--- config.mk ---
export PLATFORM = sky130hd
export DESIGN_NAME = async_framer
export DESIGN_NICKNAME = d
export VERILOG_FILES = /design/src/rtl/framer_pkg.sv /design/src/rtl/framer_tx.sv /design/src/rtl/framer_rx.sv /design/src/rtl/async_framer.sv
export SDC_FILE = /design/constraint.sdc
export NUM_CORES = 1
export LEC_CHECK = 0
export BUFFER_PORTS_ARGS = -buffer_cell sky130_fd_sc_hd__buf_2
export CAP_MARGIN = 0
export CORE_MARGIN = 3
export CORE_UTILIZATION = 40
export DETAILED_ROUTE_END_ITERATION = 10
export PLACE_DENSITY = 0.66
export SLEW_MARGIN = 20
export SYNTH_ARGS = -nofsm -noshare
export SYNTH_HDL_FRONTEND = slang
export SYNTH_SLANG_ARGS = --single-unit
--- constraint.sdc ---
create_clock -name clk -period 3.5 [get_ports clk]
set_clock_uncertainty 0.05 [all_clocks]
set_input_delay 0.7 -clock clk [delete_from_list [all_inputs] [get_ports clk]]
set_output_delay 0.7 -clock clk [all_outputs]
set_load 0.02 [all_outputs]
--- src/rtl/framer_pkg.sv ---
package framer_pkg;

    localparam int FR_DATA_W = 8;

    typedef logic [3:0] bitcnt_t;

    typedef enum logic [2:0] {
        TX_IDLE,
        TX_START,
        TX_DATA,
        TX_PAR,
        TX_STOP,
        TX_BREAK
    } tx_state_t;

    typedef enum logic [2:0] {
        RX_IDLE,
        RX_START,
        RX_DATA,
        RX_PAR,
        RX_STOP
    } rx_state_t;

    // Width code: 00 -> 8 bits, 11 -> 5 bits.
    function automatic bitcnt_t word_bits(input logic [1:0] len);
        return bitcnt_t'(4'd8 - {2'b00, len});
    endfunction

    // Stop period in ticks for a given format.
    function automatic int stop_span(input logic long_stop, input bitcnt_t n,
                                     input logic par, input int osr);
        if (!long_stop)               return osr;
        if (n == 4'd8 && par)         return osr;
        if (n == 4'd5 && !par)        return osr + osr / 2;
        return 2 * osr;
    endfunction

endpackage

--- src/rtl/framer_tx.sv ---
module framer_tx
    import framer_pkg::*;
#(
    parameter int OSR = 16
) (
    input  logic                 clk,
    input  logic                 rst_n,
    input  logic                 tick,
    input  logic [1:0]           fmt_len,
    input  logic                 fmt_stop_long,
    input  logic                 par_en,
    input  logic [1:0]           par_sel,
    input  logic                 tx_on,
    input  logic                 brk_cmd,
    input  logic                 cts_n,
    input  logic                 load,
    input  logic [FR_DATA_W-1:0] load_data,
    output logic                 hold_empty,
    output logic                 busy,
    output logic                 txd
);
    localparam int CW = $clog2(2 * OSR);

    tx_state_t            state, nxt;
    logic [CW-1:0]        cnt, stop_last;
    bitcnt_t              bidx, nbits_q, n_cur;
    logic [FR_DATA_W-1:0] hold, sh, d_cur;
    logic                 hold_full, par_q, pbit_q, pbit_cur;
    logic                 bit_end, last_bit, go;

    assign n_cur    = word_bits(fmt_len);
    assign d_cur    = hold & ({FR_DATA_W{1'b1}} >> (FR_DATA_W - int'(n_cur)));
    assign pbit_cur = par_sel[1] ? ~par_sel[0] : (par_sel[0] ? ^d_cur : ~^d_cur);
    assign bit_end  = (cnt == CW'(OSR - 1));
    assign last_bit = (bidx == nbits_q - 4'd1);
    assign go       = tick && (state == TX_IDLE) && !brk_cmd && hold_full && tx_on && !cts_n;

    always_comb begin
        nxt = state;
        if (tick) begin
            unique case (state)
                TX_IDLE:  if (brk_cmd) nxt = TX_BREAK;
                          else if (go) nxt = TX_START;
                TX_START: if (bit_end) nxt = TX_DATA;
                TX_DATA:  if (bit_end && last_bit) nxt = par_q ? TX_PAR : TX_STOP;
                TX_PAR:   if (bit_end) nxt = TX_STOP;
                TX_STOP:  if (cnt == stop_last) nxt = TX_IDLE;
                TX_BREAK: if (bit_end && !brk_cmd) nxt = TX_IDLE;
                default:  nxt = TX_IDLE;
            endcase
        end
    end

    always_ff @(posedge clk or negedge rst_n) begin
        if (!rst_n) state <= TX_IDLE;
        else        state <= nxt;
    end

    always_ff @(posedge clk or negedge rst_n) begin
        if (!rst_n) begin
            cnt       <= '0;
            stop_last <= '0;
            bidx      <= '0;
            nbits_q   <= '0;
            sh        <= '0;
            hold      <= '0;
            hold_full <= 1'b0;
            par_q     <= 1'b0;
            pbit_q    <= 1'b0;
        end else begin
            if (tick) begin
                if (state == TX_IDLE || state != nxt ||
                    (bit_end && (state == TX_DATA || state == TX_BREAK)))
                    cnt <= '0;
                else
                    cnt <= cnt + 1'b1;
                if (go) begin
                    sh        <= hold;
                    nbits_q   <= n_cur;
                    par_q     <= par_en;
                    pbit_q    <= pbit_cur;
                    stop_last <= CW'(stop_span(fmt_stop_long, n_cur, par_en, OSR) - 1);
                    bidx      <= '0;
                end
                if (state == TX_DATA && bit_end) begin
                    sh   <= sh >> 1;
                    bidx <= bidx + 4'd1;
                end
            end
            if (go)   hold_full <= 1'b0;
            if (load) begin
                hold      <= load_data;
                hold_full <= 1'b1;
            end
        end
    end

    always_comb begin
        hold_empty = !hold_full;
        busy       = (state != TX_IDLE);
        unique case (state)
            TX_START: txd = 1'b0;
            TX_DATA:  txd = sh[0];
            TX_PAR:   txd = pbit_q;
            TX_BREAK: txd = 1'b0;
            default:  txd = 1'b1;
        endcase
    end

endmodule

--- src/rtl/framer_rx.sv ---
module framer_rx
    import framer_pkg::*;
#(
    parameter int OSR = 16
) (
    input  logic                 clk,
    input  logic                 rst_n,
    input  logic                 tick,
    input  logic                 rxd,
    input  logic [1:0]           fmt_len,
    input  logic                 par_en,
    input  logic [1:0]           par_sel,
    output logic                 done,
    output logic [FR_DATA_W-1:0] char_out,
    output logic                 perr,
    output logic                 ferr
);
    localparam int CW = $clog2(2 * OSR);

    rx_state_t            state, nxt;
    logic [CW-1:0]        cnt;
    bitcnt_t              bidx, n_cur;
    logic [FR_DATA_W-1:0] sh, word;
    logic                 sync1, rxs, pbit, pexp, chk;
    logic                 bit_end, mid, last_bit;

    assign n_cur    = word_bits(fmt_len);
    assign bit_end  = (cnt == CW'(OSR - 1));
    assign mid      = (cnt == CW'(OSR / 2 - 1));
    assign last_bit = (bidx == n_cur - 4'd1);
    assign word     = sh >> (FR_DATA_W - int'(n_cur));
    assign pexp     = par_sel[0] ? ^word : ~^word;
    assign chk      = par_en && !par_sel[1];

    always_ff @(posedge clk or negedge rst_n) begin
        if (!rst_n) begin
            sync1 <= 1'b1;
            rxs   <= 1'b1;
        end else begin
            sync1 <= rxd;
            rxs   <= sync1;
        end
    end

    always_comb begin
        nxt = state;
        if (tick) begin
            unique case (state)
                RX_IDLE:  if (!rxs) nxt = RX_START;
                RX_START: if (mid) nxt = rxs ? RX_IDLE : RX_DATA;
                RX_DATA:  if (bit_end && last_bit) nxt = par_en ? RX_PAR : RX_STOP;
                RX_PAR:   if (bit_end) nxt = RX_STOP;
                RX_STOP:  if (bit_end) nxt = RX_IDLE;
                default:  nxt = RX_IDLE;
            endcase
        end
    end

    always_ff @(posedge clk or negedge rst_n) begin
        if (!rst_n) state <= RX_IDLE;
        else        state <= nxt;
    end

    always_ff @(posedge clk or negedge rst_n) begin
        if (!rst_n) begin
            cnt      <= '0;
            bidx     <= '0;
            sh       <= '0;
            pbit     <= 1'b0;
            done     <= 1'b0;
            char_out <= '0;
            perr     <= 1'b0;
            ferr     <= 1'b0;
        end else begin
            done <= 1'b0;
            if (tick) begin
                if (state == RX_IDLE || state != nxt || (state == RX_DATA && bit_end))
                    cnt <= '0;
                else
                    cnt <= cnt + 1'b1;
                if (state == RX_START && nxt == RX_DATA) bidx <= '0;
                if (state == RX_DATA && bit_end) begin
                    sh   <= {rxs, sh[FR_DATA_W-1:1]};
                    bidx <= bidx + 4'd1;
                end
                if (state == RX_PAR && bit_end) pbit <= rxs;
                if (state == RX_STOP && bit_end) begin
                    done     <= 1'b1;
                    char_out <= word;
                    perr     <= chk && (pbit != pexp);
                    ferr     <= !rxs;
                end
            end
        end
    end

endmodule

--- src/rtl/async_framer.sv ---
module async_framer
    import framer_pkg::*;
#(
    parameter int OSR = 16
) (
    input  logic       clk,
    input  logic       rst_n,
    input  logic       tick,
    input  logic [1:0] fmt_len,
    input  logic       fmt_stop_long,
    input  logic       par_en,
    input  logic [1:0] par_sel,
    input  logic       echo_en,
    input  logic [1:0] tx_ctl,
    input  logic       tx_load,
    input  logic [7:0] tx_data,
    output logic       tx_empty,
    input  logic       rx_read,
    output logic [7:0] rx_data,
    output logic       rx_full,
    output logic       err_parity,
    output logic       err_frame,
    output logic       err_overrun,
    input  logic       rxd,
    output logic       txd,
    input  logic       cts_n
);
    logic                 tx_on, brk_cmd, tx_busy, hold_load;
    logic [FR_DATA_W-1:0] hold_data, rx_char;
    logic                 rx_done, rx_perr, rx_ferr;

    assign tx_on     = (tx_ctl != 2'b00) || echo_en;
    assign brk_cmd   = (tx_ctl == 2'b11) && !echo_en;
    assign hold_load = tx_load || (echo_en && rx_done);
    assign hold_data = (echo_en && rx_done) ? rx_char : tx_data;

    framer_tx #(.OSR(OSR)) u_tx (
        .clk(clk), .rst_n(rst_n), .tick(tick),
        .fmt_len(fmt_len), .fmt_stop_long(fmt_stop_long),
        .par_en(par_en), .par_sel(par_sel),
        .tx_on(tx_on), .brk_cmd(brk_cmd), .cts_n(cts_n),
        .load(hold_load), .load_data(hold_data),
        .hold_empty(tx_empty), .busy(tx_busy), .txd(txd)
    );

    framer_rx #(.OSR(OSR)) u_rx (
        .clk(clk), .rst_n(rst_n), .tick(tick), .rxd(rxd),
        .fmt_len(fmt_len), .par_en(par_en), .par_sel(par_sel),
        .done(rx_done), .char_out(rx_char), .perr(rx_perr), .ferr(rx_ferr)
    );

    always_ff @(posedge clk or negedge rst_n) begin
        if (!rst_n) begin
            rx_data     <= '0;
            rx_full     <= 1'b0;
            err_parity  <= 1'b0;
            err_frame   <= 1'b0;
            err_overrun <= 1'b0;
        end else begin
            if (rx_read) rx_full <= 1'b0;
            if (rx_done) begin
                if (rx_full && !rx_read) begin
                    err_overrun <= 1'b1;
                end else begin
                    rx_data     <= rx_char;
                    rx_full     <= 1'b1;
                    err_parity  <= rx_perr;
                    err_frame   <= rx_ferr;
                    err_overrun <= 1'b0;
                end
            end
        end
    end

endmodule

==> run metrics, run 1 <==
Setup TNS=0 ps; largest area contributor in the synthesized netlist=dfrtp_1; P_sw=958 uW; Synth Area per Inst=10.2 um^2; Req. time, crit path=3670 ps; CP endpoint kind=register; PwrDens=a little under 600 nW/um^2; post-synthesis sequential area ratio=46.7%; wire per inst=about 15 um; CTS buffer count=9; Filler Cell Count=1001; 1st-iter DRT viols=173; fin nets=505; critical path, cell by cell=ha_1 > and3_1 > ha_1 > nor4bb_2 > buf_4 > nand2_1 > nand2_1 > buf_4 > nand4_1 > xor2_1 > nor2_1; unrepaired setup endpoints after global routing=no; Max clock buf depth=2; Max FO, Critical Path=16; HPWL Detailed=6.54 mm; EDFF count, synth=0; fmax=just under 0.4 GHz; largest net degree at the start of global routing=85; Setup Buffers After CTS=0; r2r setup slk=approximately 920 ps; worst reg-to-reg path cell count=11; Async SR Flop Fraction=100%; num rows=38; Critical Path Sink=u_tx.bidx[3]; Largest delay share family, worst path=simple AND/OR/NAND/NOR gates; P&R area growth vs syn=13.7%; final RePlAce weighted congestion=0.777; power share of the combinational group=22.8%; DIE WIDTH=112 um; Crit path largest cell delay=410 ps; global-route usage over all layers=15.5%; initial antenna violation count=0; # diodes=0; Buf/Inv on CP=2; Flop pwr share=45.0%; Post-route DRC=0; I/O pins=38; final setup violating endpoints=0; reg2reg end=u_tx.bidx[3]; Max-slew headroom=between 40% and 50%; Synth cell types=between 50 and 60; Startpoint Class=register; IO buf count=37; Internal=2040 uW; post-synthesis mux area share=between 10% and 20%; Netlist Area Pre-Place=4510 um^2; Slew Viols, Final=0; HP Start=u_rx.sync1; post-synth top area share=about 46%; clk sinks=84; Crit. path cell count=11; ranking of synthesized cells by area=dfrtp_1 46%, mux2_2 6.2%, mux2i_1 4.7%; switch share=roughly a third; period utilization=73.7%; top_reg_cell synth=dfrtp_1; share of cells above drive strength 1=20.5%; post-synthesis compound-gate area fraction=between 10% and 20%; Critical R2R Launch=u_tx.cnt[0]; peak supply drop=0.312 mV; status=finished, final reports clean; fin crit period=2580 ps; Synth warnings=0; post-route ant nets=0; Clock power frac=32.2%; vias per cell=5.35; Slowest cell on crit path=dfrtp_1; Synth Area in Adders=under 10%; Resized cells post-CTS=0; CP arrival=2750 ps; vias in the first global route=3093; Initial Utilization=41.2%; Leakage=0.00236 uW; Reg clk slew, reported paths=60 ps; Skew-Pair Late Insertion Delay=340 ps; HP Class=reg2reg; final hold violations=0; Post-Synth XOR/XNOR Area=5.64%; first-pass GRT wire length=15.6 mm; sequential cell area=2100 um^2; Power Total=between 3000 and 4000 uW; gr ovfl total=0; drt first pass iters=4; area occupied by multi-input gates=between 2000 and 2500 um^2; die area=12600 um^2; Root Buffer=clkbuf_16; largest family of logic cells by synthesized area=simple AND/OR/NAND/NOR gates; Mapped Nets=475; CTS tree=yes; die height=between 100 and 150 um; simple logic cell fraction of the synthesized area=13.7%; CTS Hold Bufs=0; total core area=10900 um^2; H-Tree Depth=3; final wirelength=9.34 mm; critical path type=reg2reg; Mapped Cells=440; CP startpoint=u_tx.cnt[0]; actual slew at the worst max-slew pin=751 ps; Vias=between 3000 and 4000; #FFs+latches synth=84; max-cap violations=0
[synth_stat cells, drive strengths merged, types with 2 or more instances]
library cell	count
dfrtp	82
nand2	50
o21ai	44
mux2	25
xnor2	22
inv	21
mux2i	21
clkbuf	17
nor2	17
a21oi	13
ha	11
nand3	10
buf	8
nor2b	8
xor2	7
and3	6
a31oi	5
mux4	5
nand4	5
nor3	5
o22ai	5
nand2b	4
and2	3
o21a	3
o311ai	3
or3	3
a211oi	2
a22o	2
and4bb	2
dfstp	2
nor3b	2
nor4	2
o2111ai	2
o211ai	2
o31ai	2
or4	2
[worst register-to-register path, delay by kind of cell, from the launching register on]
family | cells | cell delay [ps]
xor+xnor | 1 | 140
fa+ha+maj | 2 | 500
buf+inv | 2 | 480
flops | 1 | 410
simple gates | 6 | 880
[flip-flops by register name (all words and copies together), names as in the netlist, 3 cells and up]
name and flops:
rx_data 8, u_rx.bidx 4, u_rx.char_out 8, u_rx.cnt 5, u_rx.sh 8, u_rx.state 3, u_tx.bidx 4, u_tx.cnt 5
u_tx.hold 8, u_tx.nbits_q 4, u_tx.sh 8, u_tx.state 3, u_tx.stop_last 3
[layout by cell type, fill, tap and decap left out, types with 3 or more instances in the layout]
master / instances
and2_1: 3
nor3_1: 5
buf_2: 36
inv_1: 20
a31oi_1: 5
buf_4: 7
nand4_1: 5
o21a_1: 3
nand2b_1: 4
or3_1: 3
xor2_1: 7
xnor2_1: 22
clkbuf_16: 9
nand3_1: 10
and3_1: 6
mux2i_1: 21
nor2_1: 17
mux2_2: 25
o21ai_0: 42
a21oi_1: 13
nand2_1: 50
nor2b_1: 8
ha_1: 11
mux4_2: 4
dfrtp_1: 82
o22ai_1: 5
[area by class of cell]
cell class                 count  share of cell area [%]
inverter                      21                    1.54
tap                          140                    3.42
clock buffer                  10                    4.67
sequential                    84                    41.1
clock inverter                 5                    1.17
timing repair buffer          44                    4.76
multi-input combinational    310                    43.3
[power by group through the flow]
| stage | combinational (uW) | sequential [uW] | clock (uW) |
|---|---|---|---|
| after detailed placement | 684 | 1360 | 0 |
| final | 684 | 1350 | 965 |
| after global placement | 655 | 1350 | 0 |
| after CTS | 687 | 1350 | 985 |
| after floorplan | 593 | 1270 | 0 |
| after global routing | 768 | 1380 | 1030 |
[metrics by stage]
step                      hold WS (ps)  setup slack [ps]  utilization, %  cell area [um^2]  cells
after global placement             296               851            44.1              4820    599
final                              305               922            46.8              5120    614
after floorplan                    295               946               -              4510    440
after global routing               309               719            46.8              5120    614
after detailed placement           297               754            44.1              4820    599
after CTS                          306               921            46.8              5120    614
[how the worst min path moves through the flow]
stage,cells past startpoint,to
final,0,u_rx.rxs
after global routing,0,u_rx.rxs
after CTS,0,u_rx.rxs
after detailed placement,0,u_rx.rxs
after global placement,0,u_rx.rxs
after floorplan,0,u_rx.rxs
[cells by family (layout without fill, tap and decap cells)]
family,after synthesis,after routing
AND/OR/NAND/NOR,124,124
multiplexers,51,51
adder cells (fa/ha/maj),11,11
flip-flops,84,84
buffers and inverters,46,80
XOR/XNOR,29,29
AO/OA/AOI/OAI,95,95
[metal layers]
metal	part of all wire, %	GRT usage, %
met3	3.1	3.83
met2	47	23.2
met1	48	21.4
met4	2.4	7.05
met5	0	0
(Power assumes the default switching activity.)
==> run 2, diff against run 1 <==
==> constraint.sdc (replaced) <==
create_clock -name clk -period 2.5 [get_ports clk]
set_clock_uncertainty 0.05 [all_clocks]
set_input_delay 0.5 -clock clk [delete_from_list [all_inputs] [get_ports clk]]
set_output_delay 0.5 -clock clk [all_outputs]
set_load 0.02 [all_outputs]
==> run 2 against run 1 <==
Net effect: utilization up 0.53 points; critical path depth down 6; design area grew 1.1%; largest power group unchanged; register-to-register slack worse by 740 ps; via count rose by 2.3%; flip-flop and latch count stayed put; power up 40%; non-clock buffer count increased by 6; routed wire length increased by 2.0%.
==> run metrics, run 2 (synthesis results as in run 1) <==
Setup TNS=0 ps (unchanged); Max FO, Critical Path=13 (-3); WHS=212 ps (-92.5 ps); I/O pins=38 (unchanged); # diodes=0 (unchanged); PwrDens=814 nW/um^2 (+39%); Slew Viols, Final=0 (unchanged); final RePlAce weighted congestion=0.765 (-1.5%); period utilization=94.7%; CP endpoint kind=primary output; placed cells=604 (+0.83%); peak supply drop=0.357 mV (+14%); most common cell after layout, fill and taps aside=dfrtp_1; unrepaired setup endpoints after global routing=no; DIE WIDTH=112 um (unchanged); Reg clk slew, reported paths=70 ps (about the same); CP arrival=1820 ps (-930 ps); die height=112 um (unchanged); Req. time, crit path=1950 ps (-1720 ps); max-cap violations=0 (unchanged); fin crit period=2370 ps; HPWL Detailed=6.90 mm (+5.6%); global-route usage over all layers=16.2% (+0.68 points); Max clock buf depth=2 (unchanged); initial antenna violation count=0 (unchanged); die area=12600 um^2 (unchanged); most frequent cells in the layout=82 x dfrtp_1, 50 x nand2_1, 41 x o21ai_0; vias per cell=5.40 (+1.1%); gr ovfl total=0 (unchanged); Leakage=0.00239 uW (+1.3%); fin nets=511 (+1.2%); status=finished, final reports clean; critical path type=reg2out; Root Buffer=clkbuf_16; fmax=0.422 GHz; fin cells=621 (+1.1%); final setup violating endpoints=0 (unchanged); Power Total=4220 uW (+40%); P&R area growth vs syn=14.9%; 1st-iter DRT viols=233 (+35%); Post-route DRC=0 (unchanged); CTS buffer count=9 (unchanged); vias in the first global route=3269 (+5.7%); drt first pass iters=4 (unchanged); setup ws final=132 ps (-790 ps); num rows=38 (unchanged); H-Tree Depth=3 (unchanged); share of cells above drive strength 1=21.2% (+0.74 points); Max-slew headroom=66.0% (+16 points); placement-stage worst setup slack=55.6 ps (-699 ps); CTS tree=yes; final hold violations=0 (unchanged); HP Class=in2reg; Initial Utilization=41.2% (unchanged); Vias=3356 (+2.3%); clk sinks=84 (unchanged); actual slew at the worst max-slew pin=505 ps (-246 ps); final wirelength=9.53 mm (+2.0%); Startpoint Class=register; IO buf count=37 (unchanged); largest net degree at the start of global routing=42 (-51%); post-route ant nets=0 (unchanged); first-pass GRT wire length=16.5 mm (+5.9%); wire per inst=15.4 um (+0.89%); Skew-Pair Late Insertion Delay=340 ps (about the same); total core area=10900 um^2 (unchanged); Setup Buffers After CTS=0 (unchanged)
run 2: path summary, 6_finish.rpt:
kind                          startpoint           to  slack, ps  depth (start not counted)
max                        u_tx.state[1]          txd        130                          5
min                                  rxd   u_rx.sync1        210                          1
max reg2reg                  u_rx.cnt[0]  u_rx.cnt[2]        180                          9
min reg2reg                   u_rx.sync1     u_rx.rxs        310                          0
max in group asynchronous          rst_n  err_overrun       1260                          3
min in group asynchronous          rst_n  u_rx.cnt[3]        520                          2
run 2: through the flow:
| step | area, um^2 | utilization (%) |
|---|---|---|
| after floorplan | 4510 | - |
| after global placement | 4870 | 44.5 |
| after detailed placement | 4870 | 44.5 |
| after CTS | 5180 | 47.4 |
| after global routing | 5180 | 47.4 |
| final | 5180 | 47.4 |
run 2: layout make-up:
| class | instances | area [um^2] |
|---|---|---|
| tap | 140 | 175 |
| timing repair buffer | 50 | 300 |
| sequential | 84 | 2100 |
| clock inverter | 6 | 71.3 |
| clock buffer | 10 | 229 |
| fill | 1032 | 5760 |
| multi-input combinational | 310 | 2220 |
| inverter | 21 | 78.8 |
run 2: critical path, cell delays in order (launching register included):
cell     delay, ps
dfrtp_1        580
inv_1          170
or3_1          380
o21ai_0         80
a22oi_1         80
buf_2          180
run 2: where the power goes:
group          internal, uW  switching (uW)  total, uW
combinational           465             499        964
clock                   787             570       1360
sequential             1600             292       1890
total                  2850            1360       4220
run 2: what timing repair did:
item | CTS | global route
gates resized for setup | 0 | 1
setup endpoints to repair | 0 | 1
hold buffers | 1 | 0
endpoints found under the hold margin | 14 | 0
run 2: layer usage:
metal  GRT usage, %  wire (um)  vias up
met5              0          0        -
li1               -          -     1633
met4           5.93        191        0
met2           25.2       4510       65
met1           22.0       4450     1643
met3           4.10        390       15
==> run 3, diff against run 2 <==
--- a/config.mk
+++ b/config.mk
@@ -5,13 +5,12 @@
 export SDC_FILE = /design/constraint.sdc
 export NUM_CORES = 1
 export LEC_CHECK = 0
-export BUFFER_PORTS_ARGS = -buffer_cell sky130_fd_sc_hd__buf_2
+export BUFFER_PORTS_ARGS = -buffer_cell sky130_fd_sc_hd__clkbuf_2
 export CAP_MARGIN = 0
 export CORE_MARGIN = 3
-export CORE_UTILIZATION = 40
+export CORE_UTILIZATION = 55
 export DETAILED_ROUTE_END_ITERATION = 10
-export PLACE_DENSITY = 0.66
-export SLEW_MARGIN = 20
+export PLACE_DENSITY = 0.83
 export SYNTH_ARGS = -nofsm -noshare
 export SYNTH_HDL_FRONTEND = slang
 export SYNTH_SLANG_ARGS = --single-unit
==> run 3 against run 2 <==
Net effect: sequential power about the same; power down 5.8%; sequential share of layout area increased by 1.0 points.
==> run metrics, run 3 (synthesis results as in run 1) <==
status=finished, final reports clean; uppermost layer routed=met4; WL met3=295 um (-24%); CTS buffer count=9 (unchanged); CP startpoint=u_tx.state[1]; Filler Cell Count=630 (-39%); Setup TNS=0 ps (unchanged); Req. time, crit path=1950 ps (about the same); most frequent cells in the layout=82 x dfrtp_1, 50 x nand2_1, 41 x o21ai_0; Flop pwr share=47.7% (+2.8 points); Metal-1 WL=4.12 mm (-7.3%); HPWL Detailed=6.67 mm (-3.3%); total core area=7850 um^2 (-28%); r2r setup slk=220 ps (+40 ps); unrepaired setup endpoints after global routing=no; area occupied by multi-input gates=2230 um^2 (+0.51%); Clock power frac=27.6% (-4.6 points); gr ovfl total=0 (unchanged); Max clock buf depth=2 (unchanged); global-route usage over all layers=21.2% (+5.0 points); vias in the first global route=3135 (-4.1%); P&R area growth vs syn=12.1%; Internal=2670 uW (-6.5%); post-route ant nets=0 (unchanged); fmax=0.416 GHz (-1.5%); CTS tree=yes; I/O pins=38 (unchanged); Reg clk slew, reported paths=90 ps (+20 ps); largest net degree at the start of global routing=48 (+14%); peak supply drop=0.326 mV (-8.7%); final setup violating endpoints=0 (unchanged); Power Total=3970 uW (-5.8%); Initial Utilization=57.4% (+16 points); HP Class=in2async; worst reg-to-reg path cell count=8 (-1); num rows=32 (-16%); DIE WIDTH=96.5 um (-14%); Post-route DRC=0 (unchanged); drt first pass iters=4 (unchanged); fin nets=509 (-0.39%); clk sinks=84 (unchanged); critical path type=reg2out; Skew-Pair Late Insertion Delay=360 ps (+20 ps); max-cap violations=0 (unchanged); met2 routed WL=4.73 mm (+4.9%); period utilization=96.2% (+1.4 points); final wirelength=9.32 mm (-2.2%); switch share=32.7% (+0.45 points); final RePlAce weighted congestion=0.811 (+5.9%); most common cell after layout, fill and taps aside=dfrtp_1; Critical R2R Launch=u_rx.cnt[0]; CP arrival=1850 ps (+30 ps); PwrDens=786 nW/um^2 (-3.4%); Startpoint Class=register; final hold violations=0 (unchanged); reg2reg end=u_rx.cnt[2]; Root Buffer=clkbuf_8; actual slew at the worst max-slew pin=511 ps (+5.63 ps); H-Tree Depth=3 (unchanged); initial antenna violation count=0 (unchanged); power share of the combinational group=24.8% (+1.9 points); die area=9310 um^2 (-26%); fin crit period=2400 ps (+36.0 ps); vias per cell=5.84 (+8.1%); Vias=3393 (+1.1%); Max FO, Critical Path=13 (unchanged); sequential cell area=2100 um^2 (unchanged); wire per inst=16.0 um (+4.5%); die height=96.5 um (-14%); # diodes=0 (unchanged); IO buf count=37 (unchanged); share of cells above drive strength 1=21.3% (+0.089 points); 1st-iter DRT viols=127 (-45%); P_sw=1300 uW (-4.5%); Leakage=0.00234 uW (-2.2%); CP endpoint kind=primary output; first-pass GRT wire length=15.1 mm (-8.6%); Slew Viols, Final=0 (unchanged); Max-slew headroom=65.9% (about the same); Critical Path Sink=txd
## run 3: worst min-delay path by stage
stage                           from           end  slack, ps
after floorplan                rst_n     err_frame        150
after global placement    u_rx.sync1      u_rx.rxs        300
after detailed placement  u_rx.sync1      u_rx.rxs        300
after CTS                      rst_n  u_tx.hold[1]         60
after global routing           rst_n    u_tx.sh[3]         80
final                          rst_n    u_tx.sh[3]         50
## run 3: per-layer routing
metal | global-route usage, % | vias to the layer above
met4 | 8.53 | 0
met2 | 36.0 | 52
met5 | 0 | -
met1 | 27.3 | 1690
li1 | - | 1637
met3 | 3.18 | 14
## run 3: area by class of cell
class                      instances  share of cell area, %
multi-input combinational        310                   44.2
sequential                        84                   41.7
timing repair buffer              48                   5.60
clock buffer                      11                   2.80
tap                              102                   2.53
clock inverter                     5                   1.66
inverter                          21                   1.56
## run 3: power by group through the flow
stage	registers [uW]	logic (uW)	clock network, uW
6_report	1890	983	1090
5_1_grt	1930	1110	1160
4_1_cts	1880	971	1110
3_5_place_dp	1910	969	0
3_3_place_gp	1890	907	0
2_1_floorplan	1770	830	0
## run 3: what timing repair did
item	4_1_cts	5_1_grt
buffers inserted	0	1
endpoints found under the setup margin	0	7
hold buffers	0	0
resized for setup	0	3
## run 3: worst max-delay path, stage by stage (launching register included)
cell and delay [ps]:
dfrtp_1 590, inv_1 180, or3_1 390, o21ai_0 80, a22oi_1 80, clkbuf_2 180
## run 3: per-stage QoR
step / setup slack [ps] / hold slack, ps / std cells / utilization (%) / area [um^2]
CTS: 122 / 56.6 / 580 / 64.1 / 5030
floorplan: 146 / 154 / 440 / - / 4510
detailed placement: 19.2 / 297 / 564 / 61.2 / 4810
global placement: 87.0 / 297 / 564 / 61.2 / 4810
finish: 95.6 / 46.7 / 581 / 64.3 / 5050
global route: 16.8 / 82.8 / 581 / 64.3 / 5050
